## src/rtl/uart_dr_pkg.sv

```systemverilog
`timescale 1ns/1ps
package uart_dr_pkg;

    localparam int DW = 8;

    typedef enum logic [1:0] {
        CSZ_5 = 2'd0,
        CSZ_6 = 2'd1,
        CSZ_7 = 2'd2,
        CSZ_8 = 2'd3
    } csz_e;

    typedef struct packed {
        logic          full;
        logic [DW-1:0] dat;
    } hold_t;

    // Ones in the bit positions that belong to a character of the given width.
    function automatic logic [DW-1:0] csz_mask(input csz_e sz);
        logic [DW-1:0] m;
        m = '0;
        for (int i = 0; i < DW; i++) begin
            if (i < 5 + int'(sz)) m[i] = 1'b1;
        end
        return m;
    endfunction

endpackage

```

## src/rtl/dr_tx_hold.sv

```systemverilog
`timescale 1ns/1ps
module dr_tx_hold
    import uart_dr_pkg::*;
(
    input  logic          clk,
    input  logic          rst,
    input  logic          wr,
    input  logic [DW-1:0] wdata,
    input  logic [DW-1:0] mask,
    input  logic          tx_en,
    input  logic          shf_ready,
    output logic          shf_load,
    output logic [DW-1:0] shf_data,
    output logic          empty
);

    hold_t hold_q;
    logic  accept;

    assign accept   = wr & ~hold_q.full;
    assign shf_load = hold_q.full & tx_en & shf_ready;
    assign shf_data = hold_q.dat;
    assign empty    = ~hold_q.full;

    always_ff @(posedge clk) begin
        if (rst) begin
            hold_q <= '0;
        end else if (accept) begin
            hold_q.full <= 1'b1;
            hold_q.dat  <= wdata & mask;
        end else if (shf_load) begin
            hold_q.full <= 1'b0;
        end
    end

endmodule

```

## src/rtl/dr_rx_fifo.sv

```systemverilog
`timescale 1ns/1ps
module dr_rx_fifo #(
    parameter int DEPTH = 2,
    parameter int WIDTH = 8,
    localparam int PW   = (DEPTH > 1) ? $clog2(DEPTH) : 1,
    localparam int CW   = $clog2(DEPTH + 1)
) (
    input  logic             clk,
    input  logic             rst,
    input  logic             push,
    input  logic [WIDTH-1:0] pdata,
    input  logic             rd,
    output logic [WIDTH-1:0] head,
    output logic [CW-1:0]    count,
    output logic             ovr
);

    logic [WIDTH-1:0] mem [DEPTH];
    logic [PW-1:0]    wp_q, rp_q;
    logic [CW-1:0]    cnt_q;
    logic             pop, full, take, drop;

    function automatic logic [PW-1:0] ptr_inc(input logic [PW-1:0] p);
        return (p == PW'(DEPTH - 1)) ? '0 : p + 1'b1;
    endfunction

    assign full  = (cnt_q == CW'(DEPTH));
    assign pop   = rd & (cnt_q != '0);
    assign take  = push & (~full | pop);
    assign drop  = push & ~take;
    assign head  = mem[rp_q];
    assign count = cnt_q;

    for (genvar g = 0; g < DEPTH; g++) begin : g_slot
        always_ff @(posedge clk) begin
            if (rst) begin
                mem[g] <= '0;
            end else if (take && wp_q == PW'(g)) begin
                mem[g] <= pdata;
            end
        end
    end

    always_ff @(posedge clk) begin
        if (rst) begin
            wp_q  <= '0;
            rp_q  <= '0;
            cnt_q <= '0;
            ovr   <= 1'b0;
        end else begin
            if (take) wp_q <= ptr_inc(wp_q);
            if (pop)  rp_q <= ptr_inc(rp_q);
            case ({take, pop})
                2'b10:   cnt_q <= cnt_q + 1'b1;
                2'b01:   cnt_q <= cnt_q - 1'b1;
                default: cnt_q <= cnt_q;
            endcase
            if (drop)    ovr <= 1'b1;
            else if (rd) ovr <= 1'b0;
        end
    end

endmodule

```

## src/rtl/uart_data_reg_buf.sv

```systemverilog
`timescale 1ns/1ps
module uart_data_reg_buf
    import uart_dr_pkg::*;
#(
    parameter int RX_DEPTH = 2,
    localparam int CW      = $clog2(RX_DEPTH + 1)
) (
    input  logic          clk,
    input  logic          rst,
    input  logic          bus_wr,
    input  logic          bus_rd,
    input  logic [7:0]    bus_wdata,
    output logic [7:0]    bus_rdata,
    input  logic [1:0]    char_sz,
    input  logic          tx_en,
    input  logic          shf_ready,
    output logic          shf_load,
    output logic [7:0]    shf_data,
    input  logic          rx_push,
    input  logic [7:0]    rx_char,
    output logic          tx_empty,
    output logic          rx_avail,
    output logic          rx_overrun
);

    logic [DW-1:0] width_mask;
    logic [DW-1:0] rx_head;
    logic [CW-1:0] rx_count;

    assign width_mask = csz_mask(csz_e'(char_sz));

    dr_tx_hold u_tx (
        .clk       (clk),
        .rst       (rst),
        .wr        (bus_wr),
        .wdata     (bus_wdata),
        .mask      (width_mask),
        .tx_en     (tx_en),
        .shf_ready (shf_ready),
        .shf_load  (shf_load),
        .shf_data  (shf_data),
        .empty     (tx_empty)
    );

    dr_rx_fifo #(
        .DEPTH (RX_DEPTH),
        .WIDTH (DW)
    ) u_rx (
        .clk   (clk),
        .rst   (rst),
        .push  (rx_push),
        .pdata (rx_char & width_mask),
        .rd    (bus_rd),
        .head  (rx_head),
        .count (rx_count),
        .ovr   (rx_overrun)
    );

    assign rx_avail  = (rx_count != '0);
    assign bus_rdata = (bus_rd && rx_avail) ? rx_head : '0;

endmodule

```

## config.mk

```make
export PLATFORM = sky130hd
export DESIGN_NAME = uart_data_reg_buf
export DESIGN_NICKNAME = d
export VERILOG_FILES = /design/src/rtl/uart_dr_pkg.sv /design/src/rtl/dr_tx_hold.sv /design/src/rtl/dr_rx_fifo.sv /design/src/rtl/uart_data_reg_buf.sv
export SDC_FILE = /design/constraint.sdc
export NUM_CORES = 1
export LEC_CHECK = 0
export ABC_CLOCK_PERIOD_IN_PS = 2200
export BUFFER_PORTS_ARGS = -buffer_cell sky130_fd_sc_hd__buf_2
export CAP_MARGIN = 40
export CORE_MARGIN = 1.5
export CORE_UTILIZATION = 35
export CTS_CLUSTER_DIAMETER = 50
export DETAILED_ROUTE_END_ITERATION = 16
export GPL_ROUTABILITY_DRIVEN = 0
export PLACE_DENSITY = 0.61
export SLEW_MARGIN = 20
export SYNTH_ARGS = -nofsm -noshare
export SYNTH_HDL_FRONTEND = slang
export SYNTH_HIERARCHICAL = 1
export SYNTH_SLANG_ARGS = --single-unit
```

## constraint.sdc

```tcl
create_clock -name clk -period 2.2 [get_ports clk]
set_input_delay 0.22 -clock clk [delete_from_list [all_inputs] [get_ports clk]]
set_output_delay 0.22 -clock clk [all_outputs]
set_load 0.03 [all_outputs]
```

==> Word level (Yosys, flattened, before mapping) <==
Memories as Yosys holds them, arrays and structs flattened. A register that Yosys moved wholly into a read port is not among the register bits.
Cells that the tools add are included.
{ "op_classes": {"muxes": 28, "n_bitwise": 15, "addsub": 5, "div": 0, "mul": 0, "n_eq_ne": 3, "n_lt_le_gt_ge": 8, "n_reduce_logical": 7, "n_shift": 0} }
{ "op_table": {"columns": ["operator", "count"], "rows": [
  ["4-bit by 32-bit < comparator with 1-bit output (first input constant)", 3],
  ["3-bit by 32-bit < comparator with 1-bit output (first input constant)", 2],
  ["1-bit by 32-bit < comparator with 1-bit output (first input constant)", 1],
  ["2-bit by 32-bit < comparator with 1-bit output (first input constant)", 1],
  ["1-bit 2-to-1 mux", 24],
  ["8-bit 2-to-1 mux", 3],
  ["8-bit AND", 2],
  ["2-bit nonzero test", 4],
  ["1-bit AND", 6],
  ["3-bit by 2-bit adder with 4-bit output (first input constant)", 1],
  ["2-bit == test (second input constant)", 2],
  ["3-bit by 4-bit < comparator with 1-bit output (first input constant)", 1],
  ["1-bit NOT", 4],
  ["2-bit one-hot mux with 2 select lines", 1],
  ["1-bit logical AND", 3],
  ["1-bit OR", 3],
  ["1-bit adder (second input constant)", 2],
  ["2-bit by 1-bit adder with 2-bit output (second input constant)", 1],
  ["2-bit by 1-bit == test with 1-bit output (second input constant)", 1],
  ["2-bit by 1-bit subtractor with 2-bit output (second input constant)", 1]
]} }
{ "word_totals": {"ff_bits": 14, "out_inout_bits": 20, "ramBits": 16, "mem_bits_ro": 0, "mem_count": 1, "latchBits": 0} }
{ "memory_table": {"columns": ["memory", "depth", "width", "read_ports", "rd_ports_with_merged_regs", "wr", "line_no", "text"], "rows": [
  ["u_rx.mem", 2, 8, 1, 1, 2, "dr_rx_fifo.sv:18", "logic [WIDTH-1:0] mem [DEPTH];"]
]} }

==> Longest topological paths before layout <==
{ "logic_depth": {"depth_word": 9, "ltp_mapped": 7, "depth_no_buf": 6} }

==> Modules after synthesis <==
Netlist, hierarchy kept.
{ "modules_own_cells": {"columns": ["module", "cells_per_inst", "area_per_inst_um2", "instances"], "rows": [
  ["dr_rx_fifo", 79, 967.2, 1],
  ["dr_tx_hold", 50, 404.1, 1],
  ["uart_data_reg_buf", 20, 151.4, 1]
]} }

==> Worst setup path after synthesis <==
Ideal clock, no wire load.
{ "synth_timing": {"kind": "register to register", "from": "register u_rx.cnt_q[1], in the netlist u_rx/count[1]", "to": "register u_rx.cnt_q[1], in the netlist u_rx/count[1]", "arrival_ns": 1.642, "stages_incl_launch_ff": 7, "setup_slack_ns": 0.488, "synth_period_minus_slack_ns": 1.712, "setup_ns": 0.070, "cell_sequence": "dfxtp_1 > or3b_1 > buf_2 > nand2_1 > ha_1 > or3_1 > a21oi_1"} }
{ "synth_between": {"elab_chain_cells": 6} }
{ "synth_rtl": {"columns": ["item", "line_no", "text"], "rows": [
  ["from (decl)", "dr_rx_fifo.sv:20", "logic [CW-1:0] cnt_q;"],
  ["from (signal assigned)", "dr_rx_fifo.sv:54", "2'b10: cnt_q <= cnt_q + 1'b1;"],
  ["from (signal assigned)", "dr_rx_fifo.sv:55", "2'b01: cnt_q <= cnt_q - 1'b1;"],
  ["from (signal assigned)", "dr_rx_fifo.sv:56", "default: cnt_q <= cnt_q;"],
  ["2-bit nonzero test / 2-bit == test (equally long branches)", "dr_rx_fifo.sv:28, dr_rx_fifo.sv:27", null],
  ["1-bit AND / 1-bit NOT (equally long branches)", "dr_rx_fifo.sv:28, dr_rx_fifo.sv:29", null],
  ["1-bit OR", "dr_rx_fifo.sv:29", "assign take = push & (~full | pop);"],
  ["1-bit AND", "dr_rx_fifo.sv:29", null],
  ["2-bit by 1-bit == test with 1-bit output / 2-bit == test (equally long branches)", "dr_rx_fifo.sv:53", "case ({take, pop})"],
  ["2-bit one-hot mux with 2 select lines / 2-bit nonzero test (equally long branches)", null, null]
]} }
Parallel ways exist; a longest one is shown, timed or not.
A chain may end at the register's enable or synchronous reset.

==> results.cfg <==
[outcome]
outcome = completed

[min_path]
hold_path.startpoint = bus_wdata[0]
hold_depth = 3
min_to = u_tx/shf_data[0]
hold_class = input pin to flop

[setup_path]
crit_path_end_kind = output pin
required_ns = 1.98
worstReg2RegEnd = u_rx/count[1]
path_class = flop to output pin
arrival_ns = 1.54
rr_worst_depth = 5
path_max_fanout = 8
regToRegStartpoint = u_rx/count[0]
start_kind = flop
r2r_slack_ns = 0.44

[layout]
fin_cells = 240
final_nets = 215
nFillCells = 411
antenna_cells = 0
ff_latch_area_um2 = 781
drive_gt1_frac = 0.342
utilization = 0.442
multi_input_area_um2 = 626
area_delta_synth_final_pct = 18.7

[clock_network]
clock_latency_ns = 0.27
htreeDepth = 2
path_clk_slew_ns = 0.06
cts_setup_buffers = 0
cts_resized = 0
root_buffer = clkbuf_8
clockBufferDepth = 2
tritoncts = done
cts-buffers-inserted = 5
clkSinkCount = 31
cts-hold-fix-buffers = 0

[yosys]
synth_compound_area_frac = 0.112
synth_common_cells = nor2_1, edfxtp_1, dfxtp_1, buf_4, nand2b_1
synth_xor_area_frac = 0.0173
syn_area_um2 = 1520
yosysTopAreaCell = edfxtp_1
syn_avg_cell_area_um2 = 10.2
synth_most_common_cell = nor2_1
synth_top_family_by_area = simple AND/OR/NAND/NOR gates
ys_seq_area_frac = 0.513
async_flop_share = 0
synth-simple-area-share = 0.202
ys_ff_latch = 31
synth_flop_cell = edfxtp_1
synth_area_leaders = edfxtp_1, dfxtp_1, mux2_2
ys_types = 32
synth_mux_area_frac = 0.0592
synthAdderAreaFrac = 0.00822
yosys_warnings = 6
netlist.area_leader.share = 0.316
synth-edff-count = 16
syn_inst = 149

[job]
drv_cap = 0

[timing]
hold_viol_final = 0
worst_pin_slew_ns = 0.532
slew_headroom = 0.645
slew_viol_final = 0
setup_viol = 0
max_freq_ghz = 0.568
fin_crit_sh = 0.800
skew_ns = 0.00197
setup-tns-final_ns = 0
fin_crit_ns = 1.76
grt_setup_unrepaired = false

[routing]
wl_per_cell_um = 13.5
firstDrtPassIters = 4
drt_wl_total_um = 3250
routed_via_density = 4.90
via_count = 1175
initialDrtViolationCount = 50
drcViolationCount = 0
ant_nets = 0

[global_routing]
grt_use_total = 0.149
grt_max_degree = 24
grt_pass1_wl_um = 5010
grt_overflow = 0
antenna_found_initial = 0
grt_pass1_vias = 1086

[pwr]
sw_frac_of_total = 0.330
p_seq_frac = 0.439
p_leak_nw = 0.881
p_int_w = 0.00112
pwr-share-comb = 0.312
net-switching-power_w = 0.000551
power.density_nw_per_um2 = 923
peakVddDrop_v = 0.000329
pwr-share-clk = 0.249

[floorplanning]
design.portCount = 45
fp.dieW_um = 69.0
core-area_um2 = 4090
start_util = 0.373
rows = 23
fp.dieH_um = 69.0
die_area_um2 = 4760

[place]
numPortBuffers = 44
dp_hpwl_um = 2340
placed_cells = 232
[critical path: stages, from the launching register on]
cell	delay, ns
dfxtp_1	0.56
mux2_2	0.40
o211a_1	0.13
buf_2	0.18
[final cells by class]
type / count / share of cell area
clock buffer: 7 / 0.0422
sequential: 31 / 0.432
inverter: 2 / 0.00415
timing repair buffer: 48 / 0.138
clock inverter: 1 / 0.00277
tap: 50 / 0.0346
multi-input combinational: 101 / 0.346
[power groups by stage]
stage / combinational [W] / clock (W) / sequential [W]
floorplan: 0.000399 / 0 / 0.000732
global placement: 0.000500 / 0 / 0.000741
detailed placement: 0.000516 / 0 / 0.000746
CTS: 0.000519 / 0.000435 / 0.000733
global route: 0.000561 / 0.000460 / 0.000741
finish: 0.000520 / 0.000416 / 0.000733
[cell families (layout without fill, tap and decap cells)]
family	count (synthesis)	after routing
other cells	1	5
fa+ha+maj	1	1
flops	31	31
simple gates	61	61
buf+inv	21	58
xor+xnor	3	3
mux	8	8
compound gates	23	23
[layout by cell type (no fill, tap or decap)]
master and n:
a21bo_1 1, a21oi_1 9, a21oi_2 1, a31oi_1 1, and2_1 2, and3_1 2
buf_2 44, buf_4 4, clkbuf_1 2, clkbuf_8 5, clkinv_2 1, conb_1 5
dfxtp_1 15, edfxtp_1 16, ha_1 1, inv_1 2, mux2_2 8, nand2_1 9
nand2b_1 11, nand3_1 8, nand3_2 1, nand3b_2 1, nor2_1 20, nor2b_1 1
nor3_1 2, o211a_1 8, o21a_1 2, o21ai_0 1, or2_1 2, or3_1 1
or3b_1 1, xnor2_1 2, xor2_1 1
[worst max-delay path by stage]
stage | slack [ns] | to | start | depth (start not counted)
CTS | 0.41 | bus_rdata[5] | flop | 3
floorplan | 0.49 | u_rx/count[1] | u_rx/count[1] | 6
detailed placement | 0.40 | u_rx/count[1] | bus_rd | 6
global route | 0.37 | bus_rdata[5] | flop | 3
global placement | 0.46 | u_rx/count[1] | bus_rd | 6
finish | 0.44 | bus_rdata[5] | flop | 3
[through the flow]
| stage | area, um^2 | worst slack, ns | power [W] | hold WS, ns |
|---|---|---|---|---|
| 2_1_floorplan | 1540 | 0.488 | 0.00113 | 0.299 |
| 3_3_place_gp | 1730 | 0.455 | 0.00124 | 0.436 |
| 3_5_place_dp | 1730 | 0.404 | 0.00126 | 0.446 |
| 4_1_cts | 1810 | 0.412 | 0.00169 | 0.203 |
| 5_1_grt | 1810 | 0.365 | 0.00176 | 0.203 |
| 6_report | 1810 | 0.439 | 0.00167 | 0.213 |
[sequential cells by signal, summed over array words and instances (netlist names), named ones only]
signal and flops:
u_rx/wp_q 1, u_rx/ovr 1, u_tx/shf_data 8, u_tx/hold_q 1
u_rx/rp_q 1, u_rx/count 2, u_rx/mem 16
[metal layers]
layer  vias to the layer above  GRT usage  routed length, um
met5                         -          0                  0
li1                        574          -                  -
met2                        49      0.245               1540
met1                       544      0.179               1400
met3                         8     0.0568                255
met4                         0     0.0515                 53
(Power assumes the default switching activity.)
